$ cat config.mk
export PLATFORM = sky130hd
export DESIGN_NAME = updown_cnt
export DESIGN_NICKNAME = d
export VERILOG_FILES = /design/src/rtl/updn_pkg.sv /design/src/rtl/updn_step.sv /design/src/rtl/updn_term.sv /design/src/rtl/updown_cnt.sv
export SDC_FILE = /design/constraint.sdc
export NUM_CORES = 1
export LEC_CHECK = 0
export BUFFER_PORTS_ARGS = -buffer_cell sky130_fd_sc_hd__buf_2
export CAP_MARGIN = 20
export CORE_AREA = 5 5 42 44
export CTS_CLUSTER_DIAMETER = 60
export DETAILED_ROUTE_END_ITERATION = 16
export DIE_AREA = 0 0 47 49
export PLACE_DENSITY = 0.4
export RECOVER_POWER = 50
export REMOVE_ABC_BUFFERS = 1
export SLEW_MARGIN = 20
export SYNTH_ARGS = -nofsm -noshare
export SYNTH_HDL_FRONTEND = slang
export SYNTH_SLANG_ARGS = --single-unit
$ cat constraint.sdc
create_clock -name clk -period 3.34 [get_ports clk]
set_input_delay 0.668 -clock clk [delete_from_list [all_inputs] [get_ports clk]]
set_output_delay 0.668 -clock clk [all_outputs]
set_load 0.01 [all_outputs]
$ cat src/rtl/updn_pkg.sv
package updn_pkg;
   typedef enum logic {
      DIR_DOWN = 1'b0,
      DIR_UP   = 1'b1
   } dir_e;

   localparam int STEP_ADDER  = 0;
   localparam int STEP_TOGGLE = 1;
endpackage

$ cat src/rtl/updn_step.sv
module updn_step #(
   parameter int WIDTH     = 4,
   parameter int STEP_IMPL = updn_pkg::STEP_TOGGLE
) (
   input  logic [WIDTH-1:0] cur,
   input  logic             up,
   output logic [WIDTH-1:0] nxt
);
   import updn_pkg::*;

   generate
      if (WIDTH < 1) begin : g_bad_width
         $error("updn_step: WIDTH must be at least 1");
      end
      if (STEP_IMPL != STEP_ADDER && STEP_IMPL != STEP_TOGGLE) begin : g_bad_impl
         $error("updn_step: unknown STEP_IMPL");
      end

      if (STEP_IMPL == STEP_ADDER) begin : g_adder
         localparam logic [WIDTH-1:0] ONE = {{(WIDTH-1){1'b0}}, 1'b1};
         assign nxt = (dir_e'(up) == DIR_UP) ? cur + ONE : cur - ONE;
      end else begin : g_toggle
         logic [WIDTH-1:0] tog;
         assign tog[0] = 1'b1;
         for (genvar i = 1; i < WIDTH; i++) begin : g_bit
            assign tog[i] = tog[i-1] & (up ? cur[i-1] : ~cur[i-1]);
         end
         assign nxt = cur ^ tog;
      end
   endgenerate
endmodule

$ cat src/rtl/updn_term.sv
module updn_term #(
   parameter int WIDTH = 4
) (
   input  logic [WIDTH-1:0] cur,
   input  logic             up,
   input  logic             cen_trk_n,
   output logic             tc_n
);
   logic at_end;

   assign at_end = up ? (&cur) : ~(|cur);
   assign tc_n   = ~(at_end & ~cen_trk_n);
endmodule

$ cat src/rtl/updown_cnt.sv
module updown_cnt #(
   parameter int WIDTH     = 4,
   parameter int STEP_IMPL = updn_pkg::STEP_TOGGLE
) (
   input  logic             clk,
   input  logic             load_n,
   input  logic             cen_par_n,
   input  logic             cen_trk_n,
   input  logic             up,
   input  logic [WIDTH-1:0] din,
   output logic [WIDTH-1:0] q,
   output logic             tc_n
);
   localparam logic [WIDTH-1:0] ALL_ONES = {WIDTH{1'b1}};

   logic [WIDTH-1:0] cnt_q;
   logic [WIDTH-1:0] cnt_step;
   logic             cnt_go;

   assign cnt_go = ~cen_par_n & ~cen_trk_n;

   updn_step #(.WIDTH(WIDTH), .STEP_IMPL(STEP_IMPL)) u_step (
      .cur (cnt_q),
      .up  (up),
      .nxt (cnt_step)
   );

   updn_term #(.WIDTH(WIDTH)) u_term (
      .cur       (cnt_q),
      .up        (up),
      .cen_trk_n (cen_trk_n),
      .tc_n      (tc_n)
   );

   always_ff @(posedge clk) begin
      if (!load_n)
         cnt_q <= din;
      else if (cnt_go)
         cnt_q <= cnt_step;
   end

   assign q = cnt_q;

   // Checks become live after the first edge, once q is known.
   logic armed_q = 1'b0;
   always_ff @(posedge clk) armed_q <= 1'b1;

   assert_load_R1: assert property (@(posedge clk) disable iff (!armed_q)
      (!load_n) |=> (cnt_q == $past(din)));

   assert_count_up_R3: assert property (@(posedge clk) disable iff (!armed_q || $isunknown(cnt_q))
      (load_n && !cen_par_n && !cen_trk_n && up) |=> (cnt_q == $past(cnt_q) + 1'b1));

   assert_count_down_R4: assert property (@(posedge clk) disable iff (!armed_q || $isunknown(cnt_q))
      (load_n && !cen_par_n && !cen_trk_n && !up) |=> (cnt_q == $past(cnt_q) - 1'b1));

   assert_wrap_R5: assert property (@(posedge clk) disable iff (!armed_q || $isunknown(cnt_q))
      (load_n && !cen_par_n && !cen_trk_n && up && cnt_q == ALL_ONES) |=> (cnt_q == '0));

   assert_hold_R6: assert property (@(posedge clk) disable iff (!armed_q || $isunknown(cnt_q))
      (load_n && (cen_par_n || cen_trk_n)) |=> $stable(cnt_q));

   assert_tc_gate_R8: assert property (@(posedge clk) disable iff (!armed_q || $isunknown(cnt_q))
      (!tc_n) |-> (!cen_trk_n && (up ? cnt_q == ALL_ONES : cnt_q == '0)));
endmodule

==> results_dict.tcl <==
set metrics [dict create \
    status "completed" \
    peakVddDrop_mv 0.142 \
    rsz0062_at_grt "no" \
    synth_compound_area_share_pct 14.2 \
    die_h_um 49 \
    finalHoldViolCount 0 \
    track_usage_pct 6.64 \
    critPathKind "reg -> out" \
    synthArstFlopShare_pct 0 \
    max_cap_viol_count 0 \
    vias 249 \
    synth_top_family_by_area "simple AND/OR/NAND/NOR gates" \
    postCtsSetupRepairBufs 0 \
    area_growth_syn_to_layout_pct 40.1 \
    cp_num_buf_inv 1 \
    ant_nets 0 \
    boundaryPins 14 \
    cp_data_required_time_ns 2.67 \
    finalCritPeriodShare_pct 67.3 \
    yosys.area.top_type "edfxtp_1" \
    synth_top_area_share_pct 45.3 \
    gp_congestion 0.709 \
    h-tree-depth 1 \
    synth_edf_count 4 \
    insertion_delay_ns 0.23 \
    cts_resized 0 \
    clockRootBuffer "clkbuf_4" \
    synthAdderAreaFrac_pct 0 \
    wl_met2_um 279 \
    cts-hold-fix-buffers 0 \
    hold_class "reg -> reg" \
    worst_setup_path_start_kind "flip-flop" \
    top_layer_used "met4" \
    yosysSeqAreaShare_pct 45.3 \
    remaining_drc_errors 0 \
    vias_per_cell 4.29 \
    numPlacedInstances 55 \
    design.core.area_um2 1400 \
    design.die.area_um2 2300 \
    die_w_um 47 \
    io_buffers 13 \
    syn_avg_cell_area_um2 10.2 \
    diodes 0 \
    wl_met1_um 265 \
    synth_simple_gate_area_share_pct 28.8 \
    drt_first_pass_iters 4 \
    antenna_found_initial 0 \
    slowest_delay_ns 0.56 \
    wl_per_cell_um 10.7 \
    post_synth_inst_count 26 \
    ys_top_cells_by_count "edfxtp_1, o21ai_0, nand2_1, nand4_1, xnor2_1" \
    grt-ovfl-total 0 \
    synth_xor_area_share_pct 6.60 \
    skew_ns 0.00190 \
    yosysMostFrequentCell "edfxtp_1" \
    routed_wl_um 621 \
    grt_max_degree 8 \
    row_count 14 \
    cts_sinks 4 \
    largest_reg_flops 4 \
    numCtsBuffers 3 \
    synth_area_um2 265 \
    worst_pin_slew_ns 0.602 \
    initial_utilization_pct 18.9 \
    grt_pass1_vias 249 \
    path_cells "or4_4 -> mux2i_1 -> nand2b_1 -> buf_2" \
    worstPathArrival_ns 1.58 \
    setup_violations 0 \
    crit_slowest_cell "or4_4" \
    synth_cell_types 18 \
    power_leakage_nw 0.157 \
    period_needed_ns 2.25 \
    yosysWarningCount 0 \
    synthMuxAreaShare_pct 3.77 \
    path_max_fanout 6 \
    maxSlewViolCount 0 \
    cp_top_family "simple AND/OR/NAND/NOR gates" \
    cts_tree "built" \
    synth_flop_cell "edfxtp_1" \
    wl_met3_um 64 \
    fin_setup_tns_ns 0 \
    post_layout_nonfiller_instances 58 \
    dp_hpwl_um 500 \
    grt_pass1_wl_um 1040 \
    fin_nets 53 \
    p_per_area_nw_per_um2 445 \
    clockBufferDepth 2 \
    synth-seq-cells 4 \
    path_clk_slew_ns 0.04 \
    dr.first_iter.drc_count 6 \
    maxSlewHeadroom_pct 59.4 \
    final_util_pct 26.5 \
    fmax_mhz 445 \
    drive_above_1_share_pct 45.2 \
    synthTopCellsByArea "edfxtp_1, xnor2_1, o21ai_0" \
    critPathCaptureType "primary output" \
]
## cell usage in the layout, fill, tap and decap left out
cell type and instances:
nand2_1 2, o21ai_0 3, clkbuf_4 3, mux2i_1 1, and3_2 1, a21oi_1 1
nand4_1 2, nor2b_1 1, clkbuf_1 1, a211o_1 1, xnor2_1 2, a31o_2 1
nor2_1 1, nor3_1 1, buf_2 12, or3_1 1, edfxtp_1 4, nand3_2 1
nand2b_1 1, or4_4 1, inv_1 1
## layer usage
metal | GRT usage, % | vias to the layer above
met5 | 0 | -
met1 | 8.22 | 105
met4 | 6.91 | 0
met2 | 7.69 | 9
met3 | 2.95 | 2
li1 | - | 133
## tightest hold or removal path, cell delays in order, from the launching register on
cell and delay (ns):
edfxtp_1 0.39, nand4_1 0.13, nand3_2 0.08
## logic make-up (layout without fill, tap and decap cells)
| group | Yosys count | count (layout) |
|---|---|---|
| multiplexers | 1 | 1 |
| buffers and inverters | 1 | 17 |
| flip-flops | 4 | 4 |
| AND/OR/NAND/NOR | 12 | 12 |
| AO/OA/AOI/OAI | 6 | 6 |
| XOR/XNOR | 2 | 2 |
## report_power, final
part / switching (mW) / internal, mW / total [mW]
sequential: 0.00745 / 0.0636 / 0.0710
combinational: 0.0164 / 0.0184 / 0.0348
clock: 0.0195 / 0.0402 / 0.0597
## stage by stage
| stage | power [mW] | setup WS, ns | area (µm²) | hold slack [ns] |
|---|---|---|---|---|
| after floorplan | 0.0919 | 1.36 | 265 | 0.726 |
| after global placement | 0.107 | 1.11 | 350 | 0.699 |
| after detailed placement | 0.107 | 1.11 | 350 | 0.697 |
| after CTS | 0.170 | 1.07 | 373 | 0.701 |
| after global routing | 0.176 | 0.987 | 372 | 0.712 |
| final | 0.165 | 1.09 | 372 | 0.706 |
## final cells by class
class | count | area [µm²]
Fill cell | 163 | 1030
Timing Repair Buffer | 13 | 63.8
Inverter | 1 | 3.75
Sequential cell | 4 | 120
Clock buffer | 3 | 22.5
Tap cell | 16 | 20.0
Multi-Input combinational cell | 21 | 141
## final timing paths
kind	from	end	slack, ns	cells past startpoint
max reg2reg	q[0]	q[2]	1.80	3
min reg2reg	q[3]	q[3]	0.71	2
min	q[3]	q[3]	0.71	2
max	q[1]	tc_n	1.09	4
(Power assumes the default switching activity.)
